===== config.mk =====
export PLATFORM = sky130hd
export DESIGN_NAME = xfer_latency_meter
export DESIGN_NICKNAME = d
export VERILOG_FILES = /design/src/rtl/meter_pkg.sv /design/src/rtl/level_sync.sv /design/src/rtl/mark_sync.sv /design/src/rtl/transit_counter.sv /design/src/rtl/batch_accum.sv /design/src/rtl/result_handoff.sv /design/src/rtl/xfer_latency_meter.sv
export SDC_FILE = /design/constraint.sdc
export NUM_CORES = 1
export LEC_CHECK = 0
export ABC_CLOCK_PERIOD_IN_PS = 6100
export BUFFER_PORTS_ARGS = -buffer_cell sky130_fd_sc_hd__buf_4
export CELL_PAD_IN_SITES_DETAIL_PLACEMENT = 1
export CELL_PAD_IN_SITES_GLOBAL_PLACEMENT = 2
export CORE_MARGIN = 3
export CORE_UTILIZATION = 32
export CTS_CLUSTER_DIAMETER = 200
export DETAILED_ROUTE_END_ITERATION = 12
export GPL_TIMING_DRIVEN = 0
export PLACE_DENSITY_LB_ADDON = 0.25
export SLEW_MARGIN = 15
export SYNTH_ARGS = -nofsm -noshare
export SYNTH_HDL_FRONTEND = slang
export SYNTH_SLANG_ARGS = --single-unit

===== constraint.sdc =====
create_clock -name hs_clk -period 6.1 [get_ports hs_clk]
set_input_delay 0.915 -clock hs_clk [delete_from_list [all_inputs] [get_ports hs_clk]]
set_output_delay 0.915 -clock hs_clk [all_outputs]
set_load 0.03 [all_outputs]

===== src/rtl/meter_pkg.sv =====
package meter_pkg;

    typedef enum logic {
        MS_IDLE = 1'b0,
        MS_RUN  = 1'b1
    } meas_st_e;

    typedef enum logic {
        HO_IDLE = 1'b0,
        HO_FULL = 1'b1
    } ho_st_e;

endpackage


===== src/rtl/level_sync.sv =====
module level_sync #(
    parameter int STAGES = 2
) (
    input  logic clk,
    input  logic rst,
    input  logic async_i,
    output logic sync_o
);
    typedef struct packed {
        logic [STAGES-1:0] sh;
    } sync_st_t;

    sync_st_t st_d, st_q;

    always_comb begin
        st_d    = st_q;
        st_d.sh = {st_q.sh[STAGES-2:0], async_i};
    end

    always_ff @(posedge clk) begin
        if (rst) st_q <= '0;
        else     st_q <= st_d;
    end

    assign sync_o = st_q.sh[STAGES-1];
endmodule


===== src/rtl/mark_sync.sv =====
module mark_sync #(
    parameter int STAGES = 2
) (
    input  logic clk,
    input  logic rst,
    input  logic mark_i,
    output logic rise_o
);
    typedef struct packed {
        logic prev;
    } edge_st_t;

    edge_st_t st_d, st_q;
    logic     lvl;

    level_sync #(.STAGES(STAGES)) u_sync (
        .clk     (clk),
        .rst     (rst),
        .async_i (mark_i),
        .sync_o  (lvl)
    );

    always_comb begin
        st_d      = st_q;
        st_d.prev = lvl;
    end

    always_ff @(posedge clk) begin
        if (rst) st_q <= '0;
        else     st_q <= st_d;
    end

    assign rise_o = lvl & ~st_q.prev;
endmodule


===== src/rtl/transit_counter.sv =====
module transit_counter
    import meter_pkg::*;
#(
    parameter int CNT_W = 9
) (
    input  logic             clk,
    input  logic             rst,
    input  logic             start_i,
    input  logic             stop_i,
    output logic [CNT_W-1:0] sample_o,
    output logic             sample_vld_o,
    output logic             run_o,
    output logic [CNT_W-1:0] cnt_o
);
    localparam logic [CNT_W-1:0] CNT_MAX = {CNT_W{1'b1}};

    typedef struct packed {
        meas_st_e         st;
        logic [CNT_W-1:0] cnt;
        logic [CNT_W-1:0] smp;
        logic             vld;
    } cnt_st_t;

    cnt_st_t st_d, st_q;

    always_comb begin
        st_d     = st_q;
        st_d.vld = 1'b0;
        case (st_q.st)
            MS_IDLE: begin
                if (start_i) begin
                    st_d.st  = MS_RUN;
                    st_d.cnt = CNT_W'(1);
                end
            end
            MS_RUN: begin
                if (stop_i) begin
                    st_d.st  = MS_IDLE;
                    st_d.vld = 1'b1;
                    st_d.smp = st_q.cnt;
                end else if (st_q.cnt != CNT_MAX) begin
                    st_d.cnt = st_q.cnt + 1'b1;
                end
            end
            default: st_d.st = MS_IDLE;
        endcase
    end

    always_ff @(posedge clk) begin
        if (rst) st_q <= '0;
        else     st_q <= st_d;
    end

    assign sample_o     = st_q.smp;
    assign sample_vld_o = st_q.vld;
    assign run_o        = (st_q.st == MS_RUN);
    assign cnt_o        = st_q.cnt;
endmodule


===== src/rtl/batch_accum.sv =====
module batch_accum #(
    parameter int CNT_W  = 9,
    parameter int LOG2_N = 8,
    parameter int FRAC_W = 8
) (
    input  logic                    clk,
    input  logic                    rst,
    input  logic [CNT_W-1:0]        sample_i,
    input  logic                    sample_vld_i,
    output logic                    done_o,
    output logic [CNT_W+FRAC_W-1:0] mean_o
);
    localparam int SUM_W = CNT_W + LOG2_N;
    localparam int RES_W = CNT_W + FRAC_W;
    localparam int SHIFT = LOG2_N - FRAC_W;
    localparam logic [LOG2_N-1:0] LAST = {LOG2_N{1'b1}};

    typedef struct packed {
        logic [SUM_W-1:0]  sum;
        logic [LOG2_N-1:0] n;
        logic              done;
        logic [RES_W-1:0]  mean;
    } acc_st_t;

    acc_st_t          st_d, st_q;
    logic [SUM_W-1:0] total;

    always_comb begin
        st_d      = st_q;
        st_d.done = 1'b0;
        total     = st_q.sum + SUM_W'(sample_i);
        if (sample_vld_i) begin
            if (st_q.n == LAST) begin
                st_d.mean = RES_W'(total >> SHIFT);
                st_d.done = 1'b1;
                st_d.sum  = '0;
                st_d.n    = '0;
            end else begin
                st_d.sum  = total;
                st_d.n    = st_q.n + 1'b1;
            end
        end
    end

    always_ff @(posedge clk) begin
        if (rst) st_q <= '0;
        else     st_q <= st_d;
    end

    assign done_o = st_q.done;
    assign mean_o = st_q.mean;
endmodule


===== src/rtl/result_handoff.sv =====
module result_handoff
    import meter_pkg::*;
#(
    parameter int RES_W = 17
) (
    input  logic             clk,
    input  logic             rst,
    input  logic             done_i,
    input  logic [RES_W-1:0] mean_i,
    input  logic             ack_sync_i,
    output logic             ready_o,
    output logic [RES_W-1:0] value_o
);
    typedef struct packed {
        ho_st_e           st;
        logic [RES_W-1:0] val;
    } ho_t;

    ho_t st_d, st_q;

    always_comb begin
        st_d = st_q;
        case (st_q.st)
            HO_IDLE: begin
                if (done_i && !ack_sync_i) begin
                    st_d.st  = HO_FULL;
                    st_d.val = mean_i;
                end
            end
            HO_FULL: begin
                if (ack_sync_i) st_d.st = HO_IDLE;
            end
            default: st_d.st = HO_IDLE;
        endcase
    end

    always_ff @(posedge clk) begin
        if (rst) st_q <= '0;
        else     st_q <= st_d;
    end

    assign ready_o = (st_q.st == HO_FULL);
    assign value_o = st_q.val;
endmodule


===== src/rtl/xfer_latency_meter.sv =====
module xfer_latency_meter #(
    parameter int CNT_W       = 9,
    parameter int LOG2_N      = 8,
    parameter int FRAC_W      = 8,
    parameter int SYNC_STAGES = 2,
    localparam int RES_W      = CNT_W + FRAC_W
) (
    input  logic             hs_clk,
    input  logic             hs_rst,
    input  logic             wr_mark_i,
    input  logic             rd_mark_i,
    input  logic             avg_ack_i,
    output logic [RES_W-1:0] avg_o,
    output logic             avg_rdy_o
);
    logic             wr_rise;
    logic             rd_rise;
    logic             ack_sync;
    logic [CNT_W-1:0] sample;
    logic             sample_vld;
    logic             meas_run;
    logic [CNT_W-1:0] meas_cnt;
    logic             batch_done;
    logic [RES_W-1:0] batch_mean;

    mark_sync #(.STAGES(SYNC_STAGES)) u_wr_sync (
        .clk    (hs_clk),
        .rst    (hs_rst),
        .mark_i (wr_mark_i),
        .rise_o (wr_rise)
    );

    mark_sync #(.STAGES(SYNC_STAGES)) u_rd_sync (
        .clk    (hs_clk),
        .rst    (hs_rst),
        .mark_i (rd_mark_i),
        .rise_o (rd_rise)
    );

    level_sync #(.STAGES(SYNC_STAGES)) u_ack_sync (
        .clk     (hs_clk),
        .rst     (hs_rst),
        .async_i (avg_ack_i),
        .sync_o  (ack_sync)
    );

    transit_counter #(.CNT_W(CNT_W)) u_cnt (
        .clk          (hs_clk),
        .rst          (hs_rst),
        .start_i      (wr_rise),
        .stop_i       (rd_rise),
        .sample_o     (sample),
        .sample_vld_o (sample_vld),
        .run_o        (meas_run),
        .cnt_o        (meas_cnt)
    );

    batch_accum #(.CNT_W(CNT_W), .LOG2_N(LOG2_N), .FRAC_W(FRAC_W)) u_acc (
        .clk          (hs_clk),
        .rst          (hs_rst),
        .sample_i     (sample),
        .sample_vld_i (sample_vld),
        .done_o       (batch_done),
        .mean_o       (batch_mean)
    );

    result_handoff #(.RES_W(RES_W)) u_ho (
        .clk        (hs_clk),
        .rst        (hs_rst),
        .done_i     (batch_done),
        .mean_i     (batch_mean),
        .ack_sync_i (ack_sync),
        .ready_o    (avg_rdy_o),
        .value_o    (avg_o)
    );
endmodule


Word-level counts from Yosys, hierarchy flattened
Index checks and enable logic that the tools add are counted.

$add $sub $neg: 3. Multiply operators: 0. Divide/modulo/power cells: 0. Magnitude comparators: 0. Equal/unequal tests: 5. Shift operators: 0. Muxes and demuxes: 11. Bitwise gates (word level): 7. Reduce and logical (&&, ||, !) cells: 8.

Operator list (number): 2-to-1 mux 18 bit (2); 2-to-1 mux 25 bit (1); one-hot mux 10 bit (2 select lines) (1); 2-to-1 mux 9 bit (2); adder 17 x 9 -> 17 bit (1); 2-to-1 mux 10 bit (1); adder 9 x 1 -> 9 bit, second input constant (1); inequality test 9 bit, second input constant (1); adder 8 x 1 -> 8 bit, second input constant (1); equality test 8 bit, second input constant (1); AND reduction 2 bit (3); inverter 1 bit (5); inequality test 2 bit, second input constant (2); OR reduction 2 bit (2); 2-to-1 mux 1 bit (3); AND reduction 3 bit (1); bitwise AND 1 bit (2); inequality test 2 x 1 -> 1 bit, second input constant (1); one-hot mux 1 bit (2 select lines) (1); logical AND 1 bit (1); logical NOT 1 bit (1).

Register bits: 89. Latch bits: 0. Memory bits (writable): 0. Memory bits (read-only): 0. Output and inout port bits: 18. Logic and storage cells: 49. Memories: 0.

Depth between registers and ports, before layout
Depth after elaboration: 4. Gate-level depth with buffers: 10.

Modules after synthesis
From an unflattened synthesis, not the netlist that was laid out.

Cells, all modules: 510. Area, all modules: 4585.6 µm².

Modules (own cells, without submodules): batch_accum (instances 1, cells each 313, area each 2643.8 µm²); transit_counter (instances 1, cells each 102, area each 882.1 µm²); result_handoff (instances 1, cells each 77, area each 807.0 µm²); level_sync (instances 3, cells each 4, area each 52.6 µm²); mark_sync (instances 2, cells each 3, area each 47.5 µm²).

Worst setup path after synthesis
No wires, ideal clock.

Path type: register -> register. Start: reg u_cnt.st_q, in the netlist u_cnt.sample_o[0]. End: reg u_acc.st_q, in the netlist u_acc.mean_o[10]. Library setup time: 0.122 ns. Arrival time: 2.027 ns. Required time: 5.978 ns. Setup slack: 3.951 ns. Stages on the path, launching flop included: 8. Period minus slack after synthesis: 2.149 ns. Cells stage by stage: dfxtp_1 -> ha_1 -> fa_1 -> a21oi_1 -> o2111ai_2 -> a31oi_1 -> nor4_1 -> a311o_1.

Word-level cells in the longest chain between the ends: 1.

RTL lines: start, declared (RTL line transit_counter.sv:24) `cnt_st_t st_d, st_q;`; start signal, assigned (RTL line transit_counter.sv:51) `else st_q <= st_d;`; adder 17 x 9 -> 17 bit (RTL line batch_accum.sv:31) `total = st_q.sum + SUM_W'(sample_i);`; end signal, assigned (RTL line batch_accum.sv:47) `else st_q <= st_d;`; end, declared (RTL line batch_accum.sv:25) `acc_st_t st_d, st_q;`.

Every way passes these cells. A chain may end at the register's enable or synchronous reset.

Worst setup path in the final report
Same ends and word-level chain as after synthesis.

==> flow_metrics.env <==
export IMPL_yosysWarnings=0
export IMPL_antenna_found_initial=0
export IMPL_critPathBufInv=0
export IMPL_antenna_left=0
export IMPL_cts_root_buffer="clkbuf_16"
export IMPL_numCtsBuffers=9
export IMPL_syn_inst=459
export IMPL_r2r_setup_slack_ns=3.46
export IMPL_synth_cell_types=55
export IMPL_tightest_slew_ns=0.927
export IMPL_die_h_um=117
export IMPL_ys_async_sr_fraction_pct=0
export IMPL_final_common_cell="dfxtp_1"
export IMPL_vias=3368
export IMPL_drt_iter0_markers=175
export IMPL_start_kind="register"
export IMPL_layout_area_overhead_vs_synth_pct=16.7
export IMPL_irDropWorstVdd_v=0.000118
export IMPL_drive_above_1_share_pct=9.29
export IMPL_p_switching_uw=251
export IMPL_setup_viol=0
export IMPL_hpwl_um=7960
export IMPL_rr_worst_depth=7
export IMPL_htreeDepth=3
export IMPL_cp_max_fo=7
export IMPL_antenna_cells=0
export IMPL_multiInputGateArea_mm2=0.00202
export IMPL_start_util_pct=33.6
export IMPL_holdCritStartpoint="u_ack_sync.st_q[1]"
export IMPL_io_pins=23
export IMPL_syn_nets=477
export IMPL_fill_cells=1419
export IMPL_cts_max_path_buffers=2
export IMPL_regArea_mm2=0.00178
export IMPL_rsz0062_at_grt="false"
export IMPL_gp_congestion=0.764
export IMPL_p_comb_share_pct=2.2
export IMPL_route_detailed_wl_per_inst_um=16.3
export IMPL_rows=39
export IMPL_power_density_mw_per_mm2=254
export IMPL_synth_edf_count=0
export IMPL_fin_util_pct=39.2
export IMPL_r2r_end="u_acc.mean_o[10]"
export IMPL_cts_resized=0
export IMPL_drc=0
export IMPL_seqPwrFrac_pct=50.2
export IMPL_fin_crit_sh_pct=43.3
export IMPL_viasPerCell=5.11
export IMPL_cp_required_ns=6.34
export IMPL_slew_violations=0
export IMPL_finalHoldViolCount=0
export IMPL_maxSlewHeadroom_pct=37.7
export IMPL_grt_max_degree=15
export IMPL_fp_coreArea_mm2=0.0118
export IMPL_crit_chain="ha_1, fa_1, a21oi_1, o2111ai_2, a31oi_1, nor4_1, a311o_1"
export IMPL_ys_seq_area_share_pct=45.1
export IMPL_synth_main_ff_cell="dfxtp_1"
export IMPL_critical_path_class="reg2reg"
export IMPL_min_path_type="reg2reg"
export IMPL_power_leakage_nw=1.76
export IMPL_ys_ff_latch=89
export IMPL_port_buffers=21
export IMPL_rr_startpoint="u_cnt.sample_o[0]"
export IMPL_fp_dieArea_mm2=0.0137
export IMPL_slowest_stage="a31oi_1"
export IMPL_path_clk_slew_ns=0.06
export IMPL_ctsHoldBuffers=0
export IMPL_min_path_cells=1
export IMPL_switching_share_pct=21.5
export IMPL_max_freq_mhz=378
export IMPL_dr_pass1_iters=4
export IMPL_arrival_ns=2.88
export IMPL_clkSinkCount=89
export IMPL_tritoncts="built"
export IMPL_internal_power_uw=919
export IMPL_cap_violations=0
export IMPL_hold_end="u_ho.ready_o"
export IMPL_grt_pass1_wl_um=17700
export IMPL_crit_family="compound AO/OA/AOI/OAI gates"
export IMPL_clkPwrFrac_pct=47.5
export IMPL_die_w_um=117
export IMPL_p_total_mw=1.17
export IMPL_fin_skew_ns=0.00813
export IMPL_postCtsSetupBuffers=0
export IMPL_gr_total_overflow=0
export IMPL_fin_crit_ns=2.64
export IMPL_synth_cell_area_mm2=0.00395
export IMPL_worst_path_largest_cell_delay_ns=0.49
export IMPL_grtUsageTotal_pct=16.9
export IMPL_worstSkewPairLatency_ns=0.35
export IMPL_synth_avg_cell_area_um2=8.61
export IMPL_end_kind="register"
export IMPL_final_cell_mix="dfxtp_1, nand2_1, nor2_1"
export IMPL_wl_um=10700
export IMPL_fin_nets=509
export IMPL_tns_ns=0
export IMPL_status="completed"
export IMPL_grt_pass1_vias=3430
[cell families after synthesis]
group,synth area share [%]
compound gates,15.9
fa+ha+maj,4.30
buf+inv,3.83
xor+xnor,3.99
mux,3.54
flops,45.1
simple gates,23.4
[metrics by stage]
stage,cell area [um^2],setup slack [ns],hold WS (ns),cells
2_1_floorplan,3950,3.95,0.401,459
3_3_place_gp,4320,3.37,0.406,644
3_5_place_dp,4320,3.36,0.414,644
4_1_cts,4610,3.46,0.425,659
5_1_grt,4610,3.29,0.446,659
6_report,4610,3.46,0.421,659
[layer usage]
layer	share of wire, %	up-vias	track usage (%)
met3	3.4	11	4.68
met5	0	-	0
met1	49	1631	22.7
met4	1.2	0	4.82
li1	-	1677	-
met2	46	49	26.6
[synth_stat cells, types with 3 or more instances]
master	count	share of area [%]
clkbuf_1	17	1.6
or3_1	9	1.4
and2_1	3	0.47
a22oi_1	7	1.3
nor2b_1	10	1.6
a211o_1	4	0.89
dfxtp_1	89	45
or4_1	3	0.57
buf_1	6	0.57
a22o_1	3	0.66
nand2b_1	3	0.47
ha_1	12	3.8
o21ai_0	10	1.3
nand4_1	7	1.1
a21oi_1	35	4.4
mux2i_1	14	3.5
nor3_1	13	1.6
o2111ai_1	4	0.89
and3_1	6	0.95
xnor2_1	9	2.0
o211ai_1	5	0.95
inv_1	9	0.85
a31oi_1	5	0.79
nor4_1	3	0.47
xor2_1	9	2.0
nor2_1	44	4.2
nand3_1	14	1.8
nand2_1	71	6.7
buf_2	3	0.38
[final cells by class]
class                      instances  share of cell area [%]
inverter                           9                   0.732
clock buffer                      11                    5.26
sequential                        89                    38.6
clock inverter                     4                    1.17
tap                              164                    4.45
timing repair buffer              21                    3.42
multi-input combinational        333                    43.8
buffer                            28                    2.55
[worst max path at each step]
stage / from / endpoint / slack (ns) / cells past startpoint
floorplan: u_cnt.sample_o[0] / u_acc.mean_o[10] / 3.95 / 7
global placement: hs_rst / u_cnt.sample_o[8] / 3.37 / 4
detailed placement: hs_rst / u_cnt.cnt_o[8] / 3.36 / 4
CTS: u_cnt.sample_o[0] / u_acc.mean_o[10] / 3.46 / 7
global route: u_cnt.sample_o[0] / u_acc.mean_o[10] / 3.29 / 7
finish: u_cnt.sample_o[0] / u_acc.mean_o[10] / 3.46 / 7
[registers in the layout, summed over array words and instances, names as in the netlist]
name,flops
u_acc.st_q,25
u_acc.mean_o,17
u_ho.value_o,17
u_cnt.cnt_o,9
u_cnt.sample_o,9
u_ack_sync.st_q,2
u_rd_sync.u_sync.st_q,2
u_wr_sync.u_sync.st_q,2
u_acc.done_o,1
u_cnt.run_o,1
u_cnt.sample_vld_o,1
u_ho.ready_o,1
u_rd_sync.st_q,1
u_wr_sync.st_q,1
[power groups by stage]
stage | logic (mW) | clock network [mW] | registers, mW
after floorplan | 0.0168 | 0 | 0.599
after global placement | 0.0263 | 0 | 0.600
after CTS | 0.0270 | 0.575 | 0.587
after detailed placement | 0.0268 | 0 | 0.600
final | 0.0263 | 0.556 | 0.587
after global routing | 0.0297 | 0.598 | 0.587
(Power assumes the default switching activity.)
